[config.mk]
export PLATFORM = sky130hd
export DESIGN_NAME = seq_ctl_unit
export DESIGN_NICKNAME = d
export VERILOG_FILES = /design/src/rtl/seq_pkg.sv /design/src/rtl/seq_timer.sv /design/src/rtl/seq_opdec.sv /design/src/rtl/seq_strobes.sv /design/src/rtl/seq_ctl_unit.sv
export SDC_FILE = /design/constraint.sdc
export NUM_CORES = 1
export LEC_CHECK = 0
export ABC_AREA = 1
export BUFFER_PORTS_ARGS = -buffer_cell sky130_fd_sc_hd__buf_2
export CORE_ASPECT_RATIO = 0.9
export CORE_MARGIN = 5
export CORE_UTILIZATION = 45
export DETAILED_ROUTE_END_ITERATION = 10
export HOLD_SLACK_MARGIN = 0.02
export PLACE_DENSITY = 0.85
export SYNTH_ARGS = -nofsm -noshare
export SYNTH_HDL_FRONTEND = slang
export SYNTH_SLANG_ARGS = --single-unit
[constraint.sdc]
create_clock -name clk -period 3.4 [get_ports clk]
set_clock_uncertainty 0.1 [all_clocks]
set_input_delay 0.68 -clock clk [delete_from_list [all_inputs] [get_ports clk]]
set_output_delay 0.68 -clock clk [all_outputs]
set_load 0.05 [all_outputs]
[src/rtl/seq_pkg.sv]
package seq_pkg;

  typedef enum logic [3:0] {
    ACO_HOLD = 4'd0,
    ACO_AND  = 4'd1,
    ACO_ADD  = 4'd2,
    ACO_LOAD = 4'd3,
    ACO_INP  = 4'd4,
    ACO_CMPL = 4'd5,
    ACO_SHR  = 4'd6,
    ACO_SHL  = 4'd7,
    ACO_CLR  = 4'd8,
    ACO_INC  = 4'd9
  } ac_op_e;

  localparam int NSRC = 8;

  // Encoder over the source requests; OR of indices, no priority
  function automatic logic [2:0] bus_encode(input logic [NSRC-1:1] req);
    logic [2:0] s;
    s = '0;
    for (int i = 1; i < NSRC; i++)
      if (req[i]) s = s | 3'(i);
    return s;
  endfunction

  // sel = {neg-clear test, neg-set test, zero test, e-clear test}
  function automatic logic reg_skip(input logic [3:0] sel, input logic neg,
                                    input logic zero, input logic e);
    return (sel[3] & ~neg) | (sel[2] & neg) | (sel[1] & zero) | (sel[0] & ~e);
  endfunction

  function automatic logic io_skip(input logic [1:0] sel, input logic fin,
                                   input logic fout);
    return (sel[1] & fin) | (sel[0] & fout);
  endfunction

  // b = operation bits 11..5 of a register instruction
  function automatic ac_op_e reg_acop(input logic [6:0] b);
    if (b[6])      return ACO_CLR;
    else if (b[4]) return ACO_CMPL;
    else if (b[2]) return ACO_SHR;
    else if (b[1]) return ACO_SHL;
    else if (b[0]) return ACO_INC;
    return ACO_HOLD;
  endfunction

endpackage

[src/rtl/seq_timer.sv]
module seq_timer #(
  parameter int SC_W = 4
) (
  input  logic                   clk,
  input  logic                   rst_n,
  input  logic                   run,
  input  logic                   clr,
  output logic [(1<<SC_W)-1:0]   slot
);
  localparam int NSLOT = 1 << SC_W;

  logic [SC_W-1:0] sc_q;

  always_ff @(posedge clk or negedge rst_n) begin
    if (!rst_n)   sc_q <= '0;
    else if (run) sc_q <= clr ? '0 : sc_q + SC_W'(1);
  end

  generate
    for (genvar g = 0; g < NSLOT; g++) begin : g_slot
      assign slot[g] = run & (sc_q == SC_W'(g));
    end
  endgenerate
endmodule

[src/rtl/seq_opdec.sv]
module seq_opdec #(
  parameter int OP_W = 3
) (
  input  logic [OP_W-1:0]       opc,
  output logic [(1<<OP_W)-1:0]  cls
);
  localparam int NOPC = 1 << OP_W;

  generate
    for (genvar g = 0; g < NOPC; g++) begin : g_cls
      assign cls[g] = (opc == OP_W'(g));
    end
  endgenerate
endmodule

[src/rtl/seq_strobes.sv]
module seq_strobes
  import seq_pkg::*;
#(
  parameter int NSLOT = 16,
  parameter int NOPC  = 8
) (
  input  logic [NSLOT-1:0] slot,
  input  logic [NOPC-1:0]  cls,
  input  logic             iflag,
  input  logic             irq,
  input  logic [11:0]      opb,
  input  logic             ac_neg,
  input  logic             ac_zero,
  input  logic             e_val,
  input  logic             in_flag,
  input  logic             out_flag,
  input  logic             dr_zero,
  output logic [NSRC-1:1]  src_req,
  output logic             ar_ld, ar_inc, ar_clr,
  output logic             pc_ld, pc_inc, pc_clr,
  output logic             dr_ld, dr_inc,
  output logic             ir_ld, tr_ld, outr_ld,
  output ac_op_e           ac_op,
  output logic             e_clr, e_flip,
  output logic             fgi_clr, fgo_clr,
  output logic             mem_wr,
  output logic             sc_clr,
  output logic             halt_req,
  output logic             ien_set, ien_clr,
  output logic             irq_clr,
  output logic             iflag_ld
);
  localparam int XC = NOPC - 1;   // class of register and I/O operations

  logic ft0, ft1, ft2, it0, it1, it2;
  logic ind, rop, iop, rd_t4;

  always_comb begin
    ft0 = ~irq & slot[0];
    ft1 = ~irq & slot[1];
    ft2 = ~irq & slot[2];
    it0 =  irq & slot[0];
    it1 =  irq & slot[1];
    it2 =  irq & slot[2];
    ind = ~cls[XC] &  iflag & slot[3];
    rop =  cls[XC] & ~iflag & slot[3];
    iop =  cls[XC] &  iflag & slot[3];
    rd_t4 = (cls[0] | cls[1] | cls[2] | cls[6]) & slot[4];

    src_req    = '0;
    src_req[1] = (cls[4] & slot[4]) | (cls[5] & slot[5]);
    src_req[2] = ft0 | it0 | (cls[5] & slot[4]);
    src_req[3] = cls[6] & slot[6];
    src_req[4] = (cls[3] & slot[4]) | (iop & opb[10]);
    src_req[5] = ft2;
    src_req[6] = it1;
    src_req[7] = ft1 | ind | rd_t4;

    mem_wr  = it1 | (cls[3] & slot[4]) | (cls[5] & slot[4]) | (cls[6] & slot[6]);
    ar_ld   = ft0 | ft2 | ind;
    ar_clr  = it0;
    ar_inc  = cls[5] & slot[4];
    pc_ld   = (cls[4] & slot[4]) | (cls[5] & slot[5]);
    pc_clr  = it1;
    pc_inc  = ft1 | it2 | (cls[6] & slot[6] & dr_zero)
            | (rop & reg_skip(opb[4:1], ac_neg, ac_zero, e_val))
            | (iop & io_skip(opb[9:8], in_flag, out_flag));
    dr_ld   = rd_t4;
    dr_inc  = cls[6] & slot[5];
    ir_ld   = ft1;
    tr_ld   = it0;
    outr_ld = iop & opb[10];
    e_clr   = rop & opb[10];
    e_flip  = rop & opb[8];
    fgi_clr = iop & opb[11];
    fgo_clr = iop & opb[10];

    ac_op = ACO_HOLD;
    if (slot[5] & cls[0])      ac_op = ACO_AND;
    else if (slot[5] & cls[1]) ac_op = ACO_ADD;
    else if (slot[5] & cls[2]) ac_op = ACO_LOAD;
    else if (iop & opb[11])    ac_op = ACO_INP;
    else if (rop)              ac_op = reg_acop(opb[11:5]);

    sc_clr   = it2 | rop | iop
             | ((cls[0] | cls[1] | cls[2]) & slot[5])
             | ((cls[3] | cls[4]) & slot[4])
             | (cls[5] & slot[5]) | (cls[6] & slot[6]);
    halt_req = rop & opb[0];
    ien_set  = iop & opb[7];
    ien_clr  = (iop & opb[6]) | it2;
    irq_clr  = it2;
    iflag_ld = ft2;
  end
endmodule

[src/rtl/seq_ctl_unit.sv]
module seq_ctl_unit
  import seq_pkg::*;
#(
  parameter int SC_W = 4,
  parameter int OP_W = 3,
  parameter int IR_W = 16
) (
  input  logic                  clk,
  input  logic                  rst_n,
  input  logic [IR_W-1:0]       ir,
  input  logic                  ac_neg,
  input  logic                  ac_zero,
  input  logic                  e_val,
  input  logic                  in_flag,
  input  logic                  out_flag,
  input  logic                  dr_zero,
  output logic [2:0]            bus_sel,
  output logic                  ar_ld,
  output logic                  ar_inc,
  output logic                  ar_clr,
  output logic                  pc_ld,
  output logic                  pc_inc,
  output logic                  pc_clr,
  output logic                  dr_ld,
  output logic                  dr_inc,
  output logic                  ir_ld,
  output logic                  tr_ld,
  output logic                  outr_ld,
  output logic [3:0]            ac_op,
  output logic                  e_clr,
  output logic                  e_flip,
  output logic                  fgi_clr,
  output logic                  fgo_clr,
  output logic                  mem_rd,
  output logic                  mem_wr,
  output logic [(1<<SC_W)-1:0]  slot,
  output logic                  int_cycle,
  output logic                  int_en,
  output logic                  running
);
  localparam int NSLOT = 1 << SC_W;
  localparam int NOPC  = 1 << OP_W;
  localparam int ADR_W = IR_W - 1 - OP_W;

  logic [NOPC-1:0]  cls;
  logic [NSRC-1:1]  src_req;
  logic             sc_clr, halt_req, ien_set, ien_clr, irq_clr, iflag_ld;
  logic             irq_set;
  logic             iflag_q, ien_q, irq_q, run_q;
  ac_op_e           ac_op_w;

  seq_timer #(.SC_W(SC_W)) u_timer (
    .clk(clk), .rst_n(rst_n), .run(run_q), .clr(sc_clr), .slot(slot)
  );

  seq_opdec #(.OP_W(OP_W)) u_opdec (
    .opc(ir[IR_W-2 -: OP_W]), .cls(cls)
  );

  seq_strobes #(.NSLOT(NSLOT), .NOPC(NOPC)) u_strobes (
    .slot(slot), .cls(cls), .iflag(iflag_q), .irq(irq_q), .opb(ir[11:0]),
    .ac_neg(ac_neg), .ac_zero(ac_zero), .e_val(e_val),
    .in_flag(in_flag), .out_flag(out_flag), .dr_zero(dr_zero),
    .src_req(src_req),
    .ar_ld(ar_ld), .ar_inc(ar_inc), .ar_clr(ar_clr),
    .pc_ld(pc_ld), .pc_inc(pc_inc), .pc_clr(pc_clr),
    .dr_ld(dr_ld), .dr_inc(dr_inc),
    .ir_ld(ir_ld), .tr_ld(tr_ld), .outr_ld(outr_ld),
    .ac_op(ac_op_w), .e_clr(e_clr), .e_flip(e_flip),
    .fgi_clr(fgi_clr), .fgo_clr(fgo_clr), .mem_wr(mem_wr),
    .sc_clr(sc_clr), .halt_req(halt_req),
    .ien_set(ien_set), .ien_clr(ien_clr), .irq_clr(irq_clr),
    .iflag_ld(iflag_ld)
  );

  // Interrupt request: outside the first three slots only
  assign irq_set = run_q & ~(slot[0] | slot[1] | slot[2]) & ien_q & (in_flag | out_flag);

  always_ff @(posedge clk or negedge rst_n) begin
    if (!rst_n) begin
      iflag_q <= 1'b0;
      ien_q   <= 1'b0;
      irq_q   <= 1'b0;
      run_q   <= 1'b1;
    end else begin
      if (iflag_ld) iflag_q <= ir[IR_W-1];
      if (ien_clr)      ien_q <= 1'b0;
      else if (ien_set) ien_q <= 1'b1;
      if (irq_clr)      irq_q <= 1'b0;
      else if (irq_set) irq_q <= 1'b1;
      if (halt_req)     run_q <= 1'b0;
    end
  end

  assign bus_sel   = bus_encode(src_req);
  assign mem_rd    = src_req[7];
  assign ac_op     = ac_op_w;
  assign int_cycle = irq_q;
  assign int_en    = ien_q;
  assign running   = run_q;

  logic unused_ok;
  assign unused_ok = ^{cls[NOPC-1], ir[ADR_W-1:0]};
endmodule

==> impl_metrics.env, run 1 <==
export IMPL_r2r_end="u_timer.sc_q[3]"
export IMPL_ctsHoldBuffers=0
export IMPL_ys_ff_latch=8
export IMPL_final_hold_viol_count=0
export IMPL_antenna_found_initial=0
export IMPL_path_clk_slew_ns=0.06
export IMPL_rows=17
export IMPL_post_cts_buffers=0
export IMPL_cp_slowest_cell="dfstp_2"
export IMPL_clock_latency_ns=0.25
export IMPL_fin_ws_ns=0.706
export IMPL_arrival_ns=1.91
export IMPL_hpwl_um=2530
export IMPL_drt_iter0_drc=31
export IMPL_yosys_warnings=0
export IMPL_synthMuxAreaShare_pct=0
export IMPL_crit_path_start_kind="flip-flop"
export IMPL_grt_pass1_wl_um=4730
export IMPL_ir_worst_vdd_uv=148
export IMPL_cp_max_fo=9
export IMPL_mostFrequentLayoutCell="buf_2"
export IMPL_overflow=0
export IMPL_via_per_inst=4.77
export IMPL_start_util_pct=46.0
export IMPL_coreArea_um2=2380
export IMPL_startpoint="running"
export IMPL_syn_inst=167
export IMPL_criticalPathCategory="flip-flop to output pin"
export IMPL_vias=1249
export IMPL_fin_setup_tns_ns=0
export IMPL_mostFrequentLayoutCells="buf_2, inv_1, nand2_1"
export IMPL_cts_tree="yes"
export IMPL_antenna_cells=0
export IMPL_dpl_worst_slack_ns=0.835
export IMPL_status="finished, final reports clean"
export IMPL_hp_class="input pin to async pin"
export IMPL_fin_crit_ns=2.69
export IMPL_yosys_area_share_simple_pct=53.6
export IMPL_drt_total_wl_um=2860
export IMPL_slew_headroom_pct=83.0
export IMPL_syn_num_nets=195
export IMPL_r2r_slack_ns=1.79
export IMPL_r2r_start="u_timer.sc_q[0]"
export IMPL_area_growth_pct=34.2
export IMPL_end_kind="output pin"
export IMPL_numClockSinks=8
export IMPL_grt_start_max_net_pins=10
export IMPL_dieArea_um2=3520
export IMPL_drv_slew=0
export IMPL_num_io_pins=67
export IMPL_die_h_um=56.8
export IMPL_ant_nets=0
export IMPL_io_buffers=66
export IMPL_avgSynthCellArea_um2=6.56
export IMPL_synth_top_family_by_area="simple AND/OR/NAND/NOR gates"
export IMPL_critPathCapture="pc_inc"
export IMPL_r2r_cells=9
export IMPL_gp_congestion=0.873
export IMPL_drc=0
export IMPL_synth_cell_types=25
export IMPL_drive_gt1_share_pct=45.7
export IMPL_rsz0062_at_grt="false"
export IMPL_root_buffer="clkbuf_4"
export IMPL_finalSetupViolCount=0
export IMPL_cts_made_buffers=3
export IMPL_p_leak_nw=0.989
export IMPL_synth_fa_ha_area_share_pct=4.57
export IMPL_synth_area_um2=1090
export IMPL_powerDensity_nw_per_um2=141
export IMPL_cts_resized=0
export IMPL_crit_required_ns=2.62
export IMPL_maxCapViolations=0
export IMPL_synthXorXnorAreaFrac_pct=1.60
export IMPL_max_freq_mhz=371
export IMPL_die_width_um=62.0
export IMPL_yosysSeqAreaShare_pct=18.4
export IMPL_crit_path_max_incr_delay_ns=0.67
export IMPL_grt_usage_pct=16.8
export IMPL_worst_slew_pin_slew_ns=0.254
export IMPL_cts_buffer_depth=2
export IMPL_final_nets=263
export IMPL_drt_first_pass_iters=4
export IMPL_path_cells="nand2_4, nor2_8, nand3_2, o211ai_1, buf_2"
export IMPL_period_share_pct=79.2
export IMPL_grt_pass1_vias=1129
export IMPL_synth_compound_area_share_pct=8.46
export IMPL_detail_route_wl_per_cell_um=10.9
export IMPL_h_tree_depth=1
## synth_stat cells, drive strengths merged
cell / instances / area share, %
a22o: 1 / 0.80
nor2: 39 / 23
o221ai: 1 / 0.80
dfrtp: 7 / 16
ha: 4 / 4.6
a21oi: 6 / 2.7
nand4: 2 / 1.1
o211ai: 1 / 0.69
inv: 33 / 11
xor2: 2 / 1.6
dfstp: 1 / 2.4
buf: 3 / 2.1
o21ai: 5 / 2.3
nand2: 39 / 18
o22ai: 2 / 1.1
nand3: 18 / 10
nor3: 3 / 1.4
## per-stage QoR
step	instance area (um2)	power (mW)	hold slack (ns)	instances	util [%]
floorplan	1100	0.112	0.284	167	-
global placement	1440	0.132	0.425	258	60.6
detailed placement	1440	0.132	0.430	258	60.6
CTS	1470	0.211	0.158	262	61.7
global route	1470	0.226	0.148	262	61.7
finish	1470	0.208	0.159	262	61.7
## how the worst min path moves through the flow
stage	to	cells after the start
floorplan	iflag_q	0
global placement	u_timer.sc_q[0]	1
detailed placement	u_timer.sc_q[0]	1
CTS	int_en	1
global route	int_en	1
finish	int_en	1
## flip-flops by register name (all words and copies together), names as in the netlist
| signal | count |
|---|---|
| int_en | 1 |
| u_timer.sc_q | 4 |
| int_cycle | 1 |
| running | 1 |
| iflag_q | 1 |
## metal layers
metal	GRT usage [%]	part of all wire (%)	vias to the layer above
met5	0	0	-
met4	3.03	0.31	0
met3	2.76	9.6	2
met2	26.5	43	45
met1	23.9	47	545
li1	-	-	657
## area by class of cell
type | count | area (um2)
repair buffers | 66 | 330
multi-input cells | 123 | 752
fillers | 255 | 913
well taps | 28 | 35.0
inverters | 33 | 124
clock buffers | 4 | 26.3
flip-flops and latches | 8 | 201
## worst max-delay path, delay by kind of cell (launching register included)
kind            cells  cell delay, ns
compound gates      1            0.21
buf+inv             1            0.29
flops               1            0.67
simple gates        3            0.50
## where the power goes
group	internal [mW]	total [mW]	leakage (nW)	switching [mW]
Combinational	0.0151	0.0354	0.887	0.0203
Clock	0.0449	0.0771	0.0150	0.0322
Sequential	0.0953	0.0953	0.0872	0
Total	0.155	0.208	0.989	0.0525
## kinds of logic (layout without fill, tap and decap cells)
kind of cell / Yosys count / in the layout
simple gates: 101 / 101
buf+inv: 36 / 103
compound gates: 16 / 16
flops: 8 / 8
fa+ha+maj: 4 / 4
xor+xnor: 2 / 2
(Power assumes the default switching activity.)
==> run 2: changes to the inputs <==
--- a/config.mk
+++ b/config.mk
@@ -9,10 +9,10 @@
 export BUFFER_PORTS_ARGS = -buffer_cell sky130_fd_sc_hd__buf_2
 export CORE_ASPECT_RATIO = 0.9
 export CORE_MARGIN = 5
-export CORE_UTILIZATION = 45
+export CORE_UTILIZATION = 39
 export DETAILED_ROUTE_END_ITERATION = 10
 export HOLD_SLACK_MARGIN = 0.02
-export PLACE_DENSITY = 0.85
+export PLACE_DENSITY = 0.79
 export SYNTH_ARGS = -nofsm -noshare
 export SYNTH_HDL_FRONTEND = slang
 export SYNTH_SLANG_ARGS = --single-unit
==> constraint.sdc (replaced) <==
create_clock -name clk -period 2.4 [get_ports clk]
set_clock_uncertainty 0.1 [all_clocks]
set_input_delay 0.48 -clock clk [delete_from_list [all_inputs] [get_ports clk]]
set_output_delay 0.48 -clock clk [all_outputs]
set_load 0.05 [all_outputs]
==> run 2 against run 1 <==
Die area grew 13%. Power grew 47%. Non-clock buffer count grew 21. First-iteration DRC count grew 97%. Sequential share of layout area shrank 2.9 points. Via count grew 10%. Clock-buffer cell count is the same. Utilization grew 7.7 points. Critical path type unchanged.
==> impl_metrics.env, run 2 (synthesis results as in run 1) <==
export IMPL_status="finished, final reports clean"
export IMPL_end_kind="output pin"
export IMPL_path_cells="inv_2, ha_1, nand2_2, inv_1, nand2_2, clkinvlp_4, o21ai_2, nand2_2, buf_4"
export IMPL_num_io_pins=67
export IMPL_vias=1375
export IMPL_path_clk_slew_ns=0.05
export IMPL_grt_pass1_wl_um=5360
export IMPL_crit_required_ns=1.82
export IMPL_power_uw=305
export IMPL_cp_max_fo=5
export IMPL_drc=0
export IMPL_crit_path_start_kind="flip-flop"
export IMPL_finalSetupViolCount=0
export IMPL_period_share_pct=98.6
export IMPL_final_area_um2=1890
export IMPL_grt_start_max_net_pins=10
export IMPL_die_width_um=65.9
export IMPL_ant_nets=0
export IMPL_overflow=0
export IMPL_crit_path_max_incr_delay_ns=0.44
export IMPL_cp_common_cell="nand2_2"
export IMPL_largest_register_ffs=4
export IMPL_cts_buffer_depth=2
export IMPL_p_leak_nw=1.12
export IMPL_multi_input_area_um2=923
export IMPL_detail_route_wl_per_cell_um=12.2
export IMPL_area_growth_pct=72.7
export IMPL_drt_total_wl_um=3590
export IMPL_cp_slowest_cell="dfrtp_2"
export IMPL_max_freq_mhz=422
export IMPL_coreArea_um2=2730
export IMPL_dpl_worst_slack_ns=0.107
export IMPL_rows=18
export IMPL_via_per_inst=4.66
export IMPL_io_buffers=66
export IMPL_antenna_cells=0
export IMPL_nFillCells=229
export IMPL_powerDensity_nw_per_um2=161
export IMPL_root_buffer="clkbuf_4"
export IMPL_mostFrequentLayoutCell="buf_2"
export IMPL_dp_cells=274
export IMPL_postPlaceCellArea_um2=1610
export IMPL_grt_usage_pct=17.6
export IMPL_crit_buf_inv=4
export IMPL_regArea_um2=204
export IMPL_antenna_found_initial=0
export IMPL_grt_pass1_vias=1207
export IMPL_fin_crit_ns=2.37
export IMPL_die_h_um=60.3
export IMPL_drt_first_pass_iters=4
export IMPL_maxCapViolations=0
export IMPL_top_register="u_timer.sc_q"
export IMPL_criticalPathCategory="flip-flop to output pin"
export IMPL_cts_made_buffers=3
export IMPL_final_hold_viol_count=0
export IMPL_cp_top_family="buffers and inverters"
export IMPL_start_util_pct=40.2
export IMPL_numClockSinks=8
export IMPL_arrival_ns=1.79
export IMPL_fin_ws_ns=0.0329
export IMPL_worst_slew_pin_slew_ns=0.314
export IMPL_ir_worst_vdd_uv=216
export IMPL_hp_class="input pin to flip-flop"
export IMPL_cts_tree="yes"
export IMPL_rsz0062_at_grt="true"
export IMPL_layout_cells_non_filler=295
export IMPL_mostFrequentLayoutCells="buf_2, buf_4, inv_1"
export IMPL_final_nets=284
export IMPL_h_tree_depth=1
export IMPL_slew_headroom_pct=79.0
export IMPL_drv_slew=0
export IMPL_drive_gt1_share_pct=59.2
export IMPL_gp_congestion=0.812
export IMPL_clock_latency_ns=0.26
export IMPL_dieArea_um2=3970
export IMPL_hpwl_um=2800
export IMPL_drt_iter0_drc=61
run 2: metrics by stage:
stage,setup TNS (ns),util (%),hold slack (ns)
finish,0,69.4,0.365
global route,-0.302,69.4,0.383
CTS,0,64.0,0.355
detailed placement,0,59.0,0.234
global placement,0,59.0,0.234
floorplan,-2.78,-,0.0844
run 2: power by group:
group	switching [mW]	internal, mW	leakage [nW]
Clock	0.0494	0.0638	0.0150
Sequential	0	0.135	0.0866
Combinational	0.0327	0.0241	1.02
run 2: cell type report:
type | instances | area share, %
clock buffers | 4 | 1.39
inverters | 33 | 6.95
multi-input cells | 123 | 48.8
repair buffers | 87 | 29.4
flip-flops and latches | 8 | 10.8
well taps | 40 | 2.65
run 2: worst paths after layout:
kind / from / endpoint / slack (ns) / cells past startpoint
worst min register to register: int_en / int_en / 0.44 / 2
worst max-delay path: u_timer.sc_q[0] / ar_ld / 0.03 / 9
worst min-delay path: ir[15] / iflag_q / 0.37 / 3
min in group asynchronous: rst_n / u_timer.sc_q[1] / 0.49 / 2
worst max register to register: u_timer.sc_q[1] / u_timer.sc_q[0] / 0.66 / 11
max in group asynchronous: rst_n / running / 1.46 / 2
run 2: per-layer routing:
| layer | up-vias | wire length (um) | global-route usage (%) |
|---|---|---|---|
| met5 | - | 0 | 0 |
| li1 | 699 | - | - |
| met3 | 2 | 343 | 5.64 |
| met4 | 0 | 17 | 2.66 |
| met1 | 611 | 1560 | 22.9 |
| met2 | 63 | 1670 | 28.9 |
run 2: timing repair:
action	in CTS	in global routing
setup endpoints to repair	12	20
setup buffers	6	10
hold buffers	1	0
pin swaps	1	8
gates resized for setup	18	22
endpoints found under the hold margin	7	0
run 2: worst min-delay path, cell delays in order:
cell and delay (ns):
buf_2 0.09, nand2_1 0.05, o21ai_0 0.06
